$ cat src/rtl/dll_lock_pkg.sv
package dll_lock_pkg;

  typedef enum logic [2:0] {
    VD_IDLE   = 3'd0,
    VD_HIT    = 3'd1,
    VD_EARLY  = 3'd2,
    VD_LATE   = 3'd3,
    VD_BUBBLE = 3'd4
  } verdict_e;

  // True when a decision asks the loop to move the code.
  function automatic logic is_miss(input verdict_e v);
    return (v == VD_EARLY) || (v == VD_LATE);
  endfunction

endpackage

$ cat src/rtl/dll_tap_sync.sv
module dll_tap_sync #(
  parameter int W      = 16,
  parameter int STAGES = 2
) (
  input  logic         clk,
  input  logic         rst_n,
  input  logic [W-1:0] din,
  output logic [W-1:0] dout
);
  // The first stage is the capture flop; the rest settle metastability.
  // Reset value is all ones, which classifies as an idle snapshot.
  for (genvar b = 0; b < W; b++) begin : g_bit
    logic [STAGES-1:0] sh;
    always_ff @(posedge clk or negedge rst_n) begin
      if (!rst_n) sh <= '1;
      else        sh <= {sh[STAGES-2:0], din[b]};
    end
    assign dout[b] = sh[STAGES-1];
  end
endmodule

$ cat src/rtl/dll_edge_classify.sv
module dll_edge_classify
  import dll_lock_pkg::*;
#(
  parameter int N_TAPS = 16
) (
  input  logic [N_TAPS-1:0] snap,
  output verdict_e          verdict
);
  localparam int TAIL = N_TAPS - 2;
  localparam int CW   = $clog2(N_TAPS) + 1;

  logic [N_TAPS-2:0] fall_mark;
  logic [CW-1:0]     n_marks;

  // Marker at i: the stage nearer the input has already fallen while
  // the next one still holds the pulse.
  for (genvar i = 0; i < N_TAPS - 1; i++) begin : g_mark
    assign fall_mark[i] = ~snap[i] & snap[i+1];
  end

  always_comb begin
    n_marks = '0;
    for (int i = 0; i < N_TAPS - 1; i++)
      n_marks = n_marks + CW'(fall_mark[i]);
  end

  always_comb begin
    if (n_marks > CW'(1))       verdict = VD_BUBBLE;
    else if (n_marks == CW'(1)) verdict = fall_mark[TAIL] ? VD_HIT : VD_EARLY;
    else                        verdict = snap[N_TAPS-1] ? VD_IDLE : VD_LATE;
  end
endmodule

$ cat src/rtl/dll_code_step.sv
module dll_code_step
  import dll_lock_pkg::*;
#(
  parameter int CODE_W     = 6,
  parameter int RESET_CODE = 32
) (
  input  logic              clk,
  input  logic              rst_n,
  input  verdict_e          verdict,
  output logic [CODE_W-1:0] code,
  output logic              inc_pulse,
  output logic              dec_pulse
);
  localparam logic [CODE_W-1:0] CODE_MAX = '1;
  localparam logic [CODE_W-1:0] CODE_RST = CODE_W'(RESET_CODE);

  logic want_inc, want_dec;

  assign want_inc = (verdict == VD_EARLY) && (code != CODE_MAX);
  assign want_dec = (verdict == VD_LATE)  && (code != '0);

  always_ff @(posedge clk or negedge rst_n) begin
    if (!rst_n) begin
      code      <= CODE_RST;
      inc_pulse <= 1'b0;
      dec_pulse <= 1'b0;
    end else begin
      inc_pulse <= want_inc;
      dec_pulse <= want_dec;
      if (want_inc)      code <= code + 1'b1;
      else if (want_dec) code <= code - 1'b1;
    end
  end
endmodule

$ cat src/rtl/dll_lock_track.sv
module dll_lock_track
  import dll_lock_pkg::*;
#(
  parameter int LOCK_HITS     = 3,
  parameter int UNLOCK_MISSES = 2
) (
  input  logic     clk,
  input  logic     rst_n,
  input  verdict_e verdict,
  output logic     hit_evt,
  output logic     miss_evt,
  output logic     locked
);
  localparam int HW = $clog2(LOCK_HITS + 1);
  localparam int MW = $clog2(UNLOCK_MISSES + 1);

  logic [HW-1:0] hit_cnt, hit_nxt;
  logic [MW-1:0] miss_cnt, miss_nxt;

  assign hit_evt  = (verdict == VD_HIT);
  assign miss_evt = is_miss(verdict);
  assign hit_nxt  = (hit_cnt == HW'(LOCK_HITS)) ? hit_cnt : hit_cnt + 1'b1;
  assign miss_nxt = (miss_cnt == MW'(UNLOCK_MISSES)) ? miss_cnt : miss_cnt + 1'b1;

  always_ff @(posedge clk or negedge rst_n) begin
    if (!rst_n) begin
      hit_cnt  <= '0;
      miss_cnt <= '0;
      locked   <= 1'b0;
    end else if (hit_evt) begin
      hit_cnt  <= hit_nxt;
      miss_cnt <= '0;
      if (hit_nxt == HW'(LOCK_HITS)) locked <= 1'b1;
    end else if (miss_evt) begin
      miss_cnt <= miss_nxt;
      hit_cnt  <= '0;
      if (miss_nxt == MW'(UNLOCK_MISSES)) locked <= 1'b0;
    end
  end
endmodule

$ cat src/rtl/dline_lock_ctrl.sv
module dline_lock_ctrl
  import dll_lock_pkg::*;
#(
  parameter int N_TAPS        = 16,
  parameter int CODE_W        = 6,
  parameter int SYNC_STAGES   = 2,
  parameter int LOCK_HITS     = 3,
  parameter int UNLOCK_MISSES = 2
) (
  input  logic              clk,
  input  logic              rst_n,
  input  logic [N_TAPS-1:0] tap_in,
  output logic [CODE_W-1:0] delay_code,
  output logic              inc_pulse,
  output logic              dec_pulse,
  output logic              locked
);
  localparam int MID_CODE = 1 << (CODE_W - 1);

  logic [N_TAPS-1:0] snap_sync;
  verdict_e          verdict;
  logic              hit_evt;
  logic              miss_evt;

  dll_tap_sync #(.W(N_TAPS), .STAGES(SYNC_STAGES)) u_sync (
    .clk(clk), .rst_n(rst_n), .din(tap_in), .dout(snap_sync)
  );

  dll_edge_classify #(.N_TAPS(N_TAPS)) u_cls (
    .snap(snap_sync), .verdict(verdict)
  );

  dll_code_step #(.CODE_W(CODE_W), .RESET_CODE(MID_CODE)) u_step (
    .clk(clk), .rst_n(rst_n), .verdict(verdict),
    .code(delay_code), .inc_pulse(inc_pulse), .dec_pulse(dec_pulse)
  );

  dll_lock_track #(.LOCK_HITS(LOCK_HITS), .UNLOCK_MISSES(UNLOCK_MISSES)) u_lock (
    .clk(clk), .rst_n(rst_n), .verdict(verdict),
    .hit_evt(hit_evt), .miss_evt(miss_evt), .locked(locked)
  );
endmodule

$ cat config.mk
export PLATFORM = sky130hd
export DESIGN_NAME = dline_lock_ctrl
export DESIGN_NICKNAME = d
export VERILOG_FILES = /design/src/rtl/dll_lock_pkg.sv /design/src/rtl/dll_tap_sync.sv /design/src/rtl/dll_edge_classify.sv /design/src/rtl/dll_code_step.sv /design/src/rtl/dll_lock_track.sv /design/src/rtl/dline_lock_ctrl.sv
export SDC_FILE = /design/constraint.sdc
export NUM_CORES = 1
export LEC_CHECK = 0
export BUFFER_PORTS_ARGS = -buffer_cell sky130_fd_sc_hd__buf_2
export CAP_MARGIN = 20
export CORE_ASPECT_RATIO = 2
export CORE_MARGIN = 8
export CORE_UTILIZATION = 51
export DETAILED_ROUTE_END_ITERATION = 8
export GPL_TIMING_DRIVEN = 0
export PLACE_DENSITY_LB_ADDON = 0.25
export SLEW_MARGIN = 0
export SYNTH_ARGS = -nofsm -noshare
export SYNTH_HDL_FRONTEND = slang
export SYNTH_SLANG_ARGS = --single-unit
$ cat constraint.sdc
create_clock -name clk -period 6 [get_ports clk]
set_clock_uncertainty 0.1 [all_clocks]
set_input_delay 0.9 -clock clk [delete_from_list [all_inputs] [get_ports clk]]
set_output_delay 0.9 -clock clk [all_outputs]
set_load 0.005 [all_outputs]
* After elaboration in Yosys (flattened, before gate mapping) *
Index checks and enable logic that the tools add are counted.

storage, ports and cells
  flip-flop bits (word level) = 45
  bits of input ports = 18
  output and inout bits = 9

cells by class
  add/sub/neg operators = 18
  $lt $le $gt $ge = 1
  equal/unequal tests = 10
  multiplexer cells = 16
  bitwise operators = 30
  reduce and logical (&&, ||, !) cells = 8

operators with widths
  operator               count
  $add A5 B1 Y5          13
  $mux W2                8
  $and A1 B1 Y1          15
  $not A1 Y1             15
  $mux W6                2
  $eq A2 B2 Y1 const B   4
  $add A6 B1 Y6 const B  1
  $eq A3 B2 Y1 const B   2
  $mux W3                2
  $ne A6 B6 Y1 const B   1
  $reduce_bool A2 Y1     3
  $reduce_bool A6 Y1     1
  $sub A6 B1 Y6 const B  1
  $eq A5 B1 Y1 const B   1
  $gt A5 B1 Y1 const B   1
  $add A2 B1 Y2 const B  2
  $mux W1                4
  $eq A3 B1 Y1 const B   1
  $reduce_and A3 Y1      1
  $add A1 B1 Y2          1
  $logic_and A1 B1 Y1    2
  $ne A2 B1 Y1 const B   1
  $logic_or A1 B1 Y1     1

* Depth between registers and ports, before layout *
  word-level depth = 23
  gate-level depth with buffers = 21

* By module *
From an unflattened synthesis, not the netlist that was laid out.

unflattened totals
  cell total of the unflattened synthesis = 165
  area total of the unflattened synthesis = 2167.1 um^2

by module, submodules not included
  module             times used  cells each  area an instance (um^2)  sequential area each (um^2)
  dll_tap_sync       1           48          960.9                    840.8
  dll_code_step      1           50          534.3                    201.4
  dll_edge_classify  1           43          397.9                    0.0
  dll_lock_track     1           24          274.0                    125.1

* Least setup slack after synthesis *
Ideal clock, no wire load.

  path type = register -> register
  start = register u_sync.g_bit[1].sh[1]
  end = register u_step.code[4]
  setup time = 0.128 ns
  data arrival time = 5.791 ns
  required time = 5.772 ns
  slack = -0.019 ns
  stages on the path, launching flop included = 20
  path buffers = 0
  period minus slack after synthesis = 6.019 ns
  cells stage by stage = dfstp_2 nor2b_1 ha_1 inv_1 fa_1 fa_1 fa_1 fa_1 inv_1 ha_1 fa_1 or4_4 a2bb2oi_2 and4bb_2 inv_1 fa_1 a21o_1 a21oi_1 xnor2_1 mux2_1

on the way
  longest elaborated chain between the ends = 22
  elaborated cells on any way between the ends = 27

ends and longest elaborated chain
  what                                                  line                     text
  start: declaration                                    dll_tap_sync.sv:13       logic [STAGES-1:0] sh;
  start signal: assignment                              dll_tap_sync.sv:16       else sh <= {sh[STAGES-2:0], din[b]};
  $not A1 Y1                                            dll_edge_classify.sv:18  assign fall_mark[i] = ~snap[i] & snap[i+1];
  $and A1 B1 Y1                                         dll_edge_classify.sv:18
  $add A1 B1 Y2 (*)                                     dll_edge_classify.sv:24  n_marks = n_marks + CW'(fall_mark[i]);
  $add A5 B1 Y5 (*) (13 in series)                      dll_edge_classify.sv:24
  branches (longest 2 deep; another with $gt A5 B1 Y1)  n/a
  $mux W3 (*)                                           dll_edge_classify.sv:28  if (n_marks > CW'(1)) verdict = VD_BUBBLE;
  $eq A3 B2 Y1 (*)                                      dll_code_step.sv:19      assign want_inc = (verdict == VD_EARLY) && (code != CODE_MAX);
  $logic_and A1 B1 Y1 (*)                               dll_code_step.sv:19
  via u_step.want_inc                                   dll_code_step.sv:17      logic want_inc, want_dec;
  $mux W6 or $reduce_bool A2 Y1 (tied branches)         n/a
  end signal: assignment                                dll_code_step.sv:30      if (want_inc) code <= code + 1'b1;
  end signal: assignment                                dll_code_step.sv:31      else if (want_dec) code <= code - 1'b1;
  end: declaration                                      dll_code_step.sv:10      output logic [CODE_W-1:0] code,

Mark *: on every way through the listed nets, which the timed path passes.
A chain may end at the register's enable or synchronous reset.

* Final worst setup path *
  start = register u_sync.g_bit[2].sh[1]
  end = register u_step.code[5]

on the way
  longest elaborated chain between the ends = 21
  elaborated cells on any way between the ends = 27

ends and longest elaborated chain
  what                                                  line
  start: declaration                                    dll_tap_sync.sv:13
  start signal: assignment                              dll_tap_sync.sv:16
  $and A1 B1 Y1 or $not A1 Y1 (tied branches)           dll_edge_classify.sv:18
  $add A1 B1 Y2 or $and A1 B1 Y1 (tied branches)        dll_edge_classify.sv:24, dll_edge_classify.sv:18
  $add A5 B1 Y5 (*) (13 in series)                      dll_edge_classify.sv:24
  branches (longest 2 deep; another with $gt A5 B1 Y1)  n/a
  $mux W3 (*)                                           dll_edge_classify.sv:28
  $eq A3 B2 Y1 (*)                                      dll_code_step.sv:19
  $logic_and A1 B1 Y1 (*)                               dll_code_step.sv:19
  via u_step.want_inc                                   dll_code_step.sv:17
  $mux W6 or $reduce_bool A2 Y1 (tied branches)         n/a

Marked as above.

==> results.md <==
* Wire length of the first global-routing pass at 5650 um
* Flops & latches, synth at 45
* TNS Setup at 0 ns
* Sum of net half-perimeters after detailed placement at 2500 um
* Area of the multi-input gates at 897 sq um
* Final estimated routing congestion in global placement at 0.889
* Max Clock Freq at 170 MHz
* CTS max path bufs at 2
* Share of the core filled with cells at 63.2%
* TritonCTS Sinks at 45
* Die span in y at 105 um
* Portion of the post-synthesis area used by sequential elements at 57.6%
* Number of synthesized flops with an enable pin at 0
* Nets in the synthesized netlist at 180
* Startpoint of the worst-slack reg-to-reg timing path: u_sync.g_bit[2].sh[1]
* Smallest hold slack at 0.257 ns
* Maximum VDD drop at 401 uV
* Sum of internal, switching and leakage power at 1.20 mW
* Pwr Density at 493 mW/mm^2
* Final hold violation count at 0
* Clock transition time at the flip-flop clock pins of the worst setup and hold paths at 0.08 ns
* Number of antenna violations at the first check in global routing at 0
* Clock latency of the later-clocked register in the worst-skew pair at 0.29 ns
* Primary FF master, synth: dfstp_2
* FILL cells at 312
* Period utilization at 97.8%
* Drt total wl at 3460 um
* Synth cell types at 32
* Std cell rows at 32
* DR WL/cell at 15.1 um
* Chip width at 60.6 um
* Starting Density at 52.8%
* Post-synthesis instance area at 0.00203 sq mm
* Antenna diode count at 0
* Normalized max-slew margin at 38.1%
* Layout area overhead at 19.9%
* Cell count after placement at 218
* Average footprint of a synthesized cell at 14.4 sq um
* Total Nets Final at 217
* H-tree level count at 2
* Critical Path Sink Type: flop
* Category of the most critical setup path: flop to flop
* Data arrival at the endpoint of the critical path at 5.99 ns
* CTS tree: done
* Startpoint class of the critical path: flop
* Start point of the worst min-delay path: u_sync.g_bit[3].sh[0]
* Detailed-route via count at 1,172
* Global-route usage over all layers at 11.7%
* Reported leakage power at 1.06 nW
* Async set-reset flop share out of synthesis at 100%
* Hold buffers post-CTS at 0
* Crit Path Max Fanout at 5
* IO buf count at 26
* Worst-Margin Slew at 0.928 ns
* Commonest cells after routing, fill and taps aside: 33 x dfstp_2, 26 x buf_2, 12 x dfrtp_1, 11 x inv_1, 11 x nand2b_1
* Data required time of the worst path at 6.12 ns
* Total I/O pin count at 27
* Footprint of the flip-flops and latches at 0.00117 sq mm
* Routed Antenna Nets at 0
* Result of the run: completed
* RSZ-0062 raised after global routing: yes
* Number of setup violations in the final report at 0
* Max-capacitance violation count at 0
* Synth Instances at 141
* Shortest period the worst path allows at 5.87 ns
* # DRC at 0
* TritonCTS buffer count at 5
* Finished Layout Cells at 230
* Crit. Startpoint: u_sync.g_bit[2].sh[1]
* Die area at 0.00637 sq mm
* Share of layout cells above drive strength 1 at 50.3%
* Root buffer cell: clkbuf_8
* Via count of the first global-routing pass at 1,273
* Via count normalized by instance count at 5.10
* Total grt overflow at 0
* Worst min-delay path category: flop to flop
* Placeable core area at 0.00384 sq mm
* Slew Viols, Final at 0
* Number of search-and-repair iterations in the first detailed-routing pass at 4
* Count of synthesis-stage warnings from yosys at 0
* Commonest non-fill, non-tap cell in the layout: dfstp_2
* Pin count of the biggest net entering global routing at 46
* Initial DRC count at 12
## synth_stat cells, drive strengths merged (2+ instances only)
master / count / area share [%]
and4bb: 2 / 1.2
fa: 10 / 9.9
nand2: 2 / 0.37
dfrtp: 12 / 15
mux2i: 2 / 0.99
ha: 11 / 6.8
inv: 13 / 2.4
mux2: 4 / 2.2
a22o: 2 / 0.86
nand2b: 11 / 3.4
nor2b: 4 / 1.2
o21ai: 5 / 1.2
nand3: 2 / 0.49
xnor2: 3 / 1.3
a21o: 2 / 0.74
dfstp: 33 / 43
xor2: 2 / 0.86
or4: 2 / 0.93
a211oi: 2 / 0.74
a21oi: 6 / 1.5
## logic make-up after synthesis
logic type	share of synthesized area, %
compound gates	7.65
xor+xnor	2.16
fa+ha+maj	16.7
buf+inv	2.41
flops	57.6
mux	3.21
simple gates	10.4
## per-stage QoR
step | setup slack [ns] | cell area (sq um)
floorplan | 0.0221 | 2030
global route | -0.130 | 2430
CTS | 0.0725 | 2380
finish | 0.132 | 2430
detailed placement | -0.261 | 2220
global placement | -0.228 | 2220
## final timing paths
| path | endpoint | slack [ns] | cells after the start |
|---|---|---|---|
| min in group asynchronous | u_step.code[2] | 0.66 | 1 |
| hold / removal | u_sync.g_bit[3].sh[1] | 0.26 | 0 |
| hold reg to reg | u_sync.g_bit[3].sh[1] | 0.26 | 0 |
| setup reg to reg | u_step.code[5] | 0.13 | 20 |
| max in group asynchronous | u_lock.hit_cnt[1] | 4.58 | 1 |
| setup / recovery | u_step.code[5] | 0.13 | 20 |
## power breakdown
| group | switching, mW | internal, mW | total, mW |
|---|---|---|---|
| Combinational | 0.277 | 0.318 | 0.595 |
| Clock | 0.0994 | 0.0825 | 0.182 |
| Sequential | 0.0554 | 0.367 | 0.422 |
## per-layer routing
layer / track usage (%) / up-vias / share of wire (%)
met3: 1.84 / 4 / 2.1
met1: 13.7 / 595 / 40
li1: - / 549 / -
met4: 7.56 / 0 / 1.6
met2: 18.6 / 24 / 57
met5: 0 / - / 0
## worst max-delay path: stages, from the launching register on
cell       delay (ns)
dfstp_2          0.53
nor2b_2          0.20
ha_4             0.23
inv_2            0.05
fa_1             0.42
fa_1             0.53
fa_1             0.43
fa_1             0.50
inv_1            0.05
ha_2             0.19
fa_1             0.48
or4_4            0.44
a2bb2oi_4        0.16
and4bb_2         0.35
inv_4            0.08
ha_4             0.22
a211oi_2         0.18
o21bai_1         0.11
a21oi_1          0.19
mux2i_1          0.23
xnor2_1          0.14
## area by class of cell
class                           instances  share of cell area [%]
Inverter                               13                    2.11
Clock buffer                            5                    2.83
Sequential cell                        45                    48.0
Multi-Input combinational cell         83                    36.9
Clock inverter                          3                   0.926
Timing Repair Buffer                   30                    6.59
Tap cell                               51                    2.62
## registers in the layout, indices dropped and copies added (netlist names)
name              cells
u_lock.locked         1
u_step.code           6
u_lock.miss_cnt       2
u_lock.hit_cnt        2
u_step.inc_pulse      1
u_step.dec_pulse      1
u_sync.g_bit.sh      32
## what timing repair did
item	in CTS	in global routing
setup endpoints to repair	4	3
pin swaps	6	9
buffers inserted	2	2
resized for setup	8	8
cloned	0	0
(Power assumes the default switching activity.)
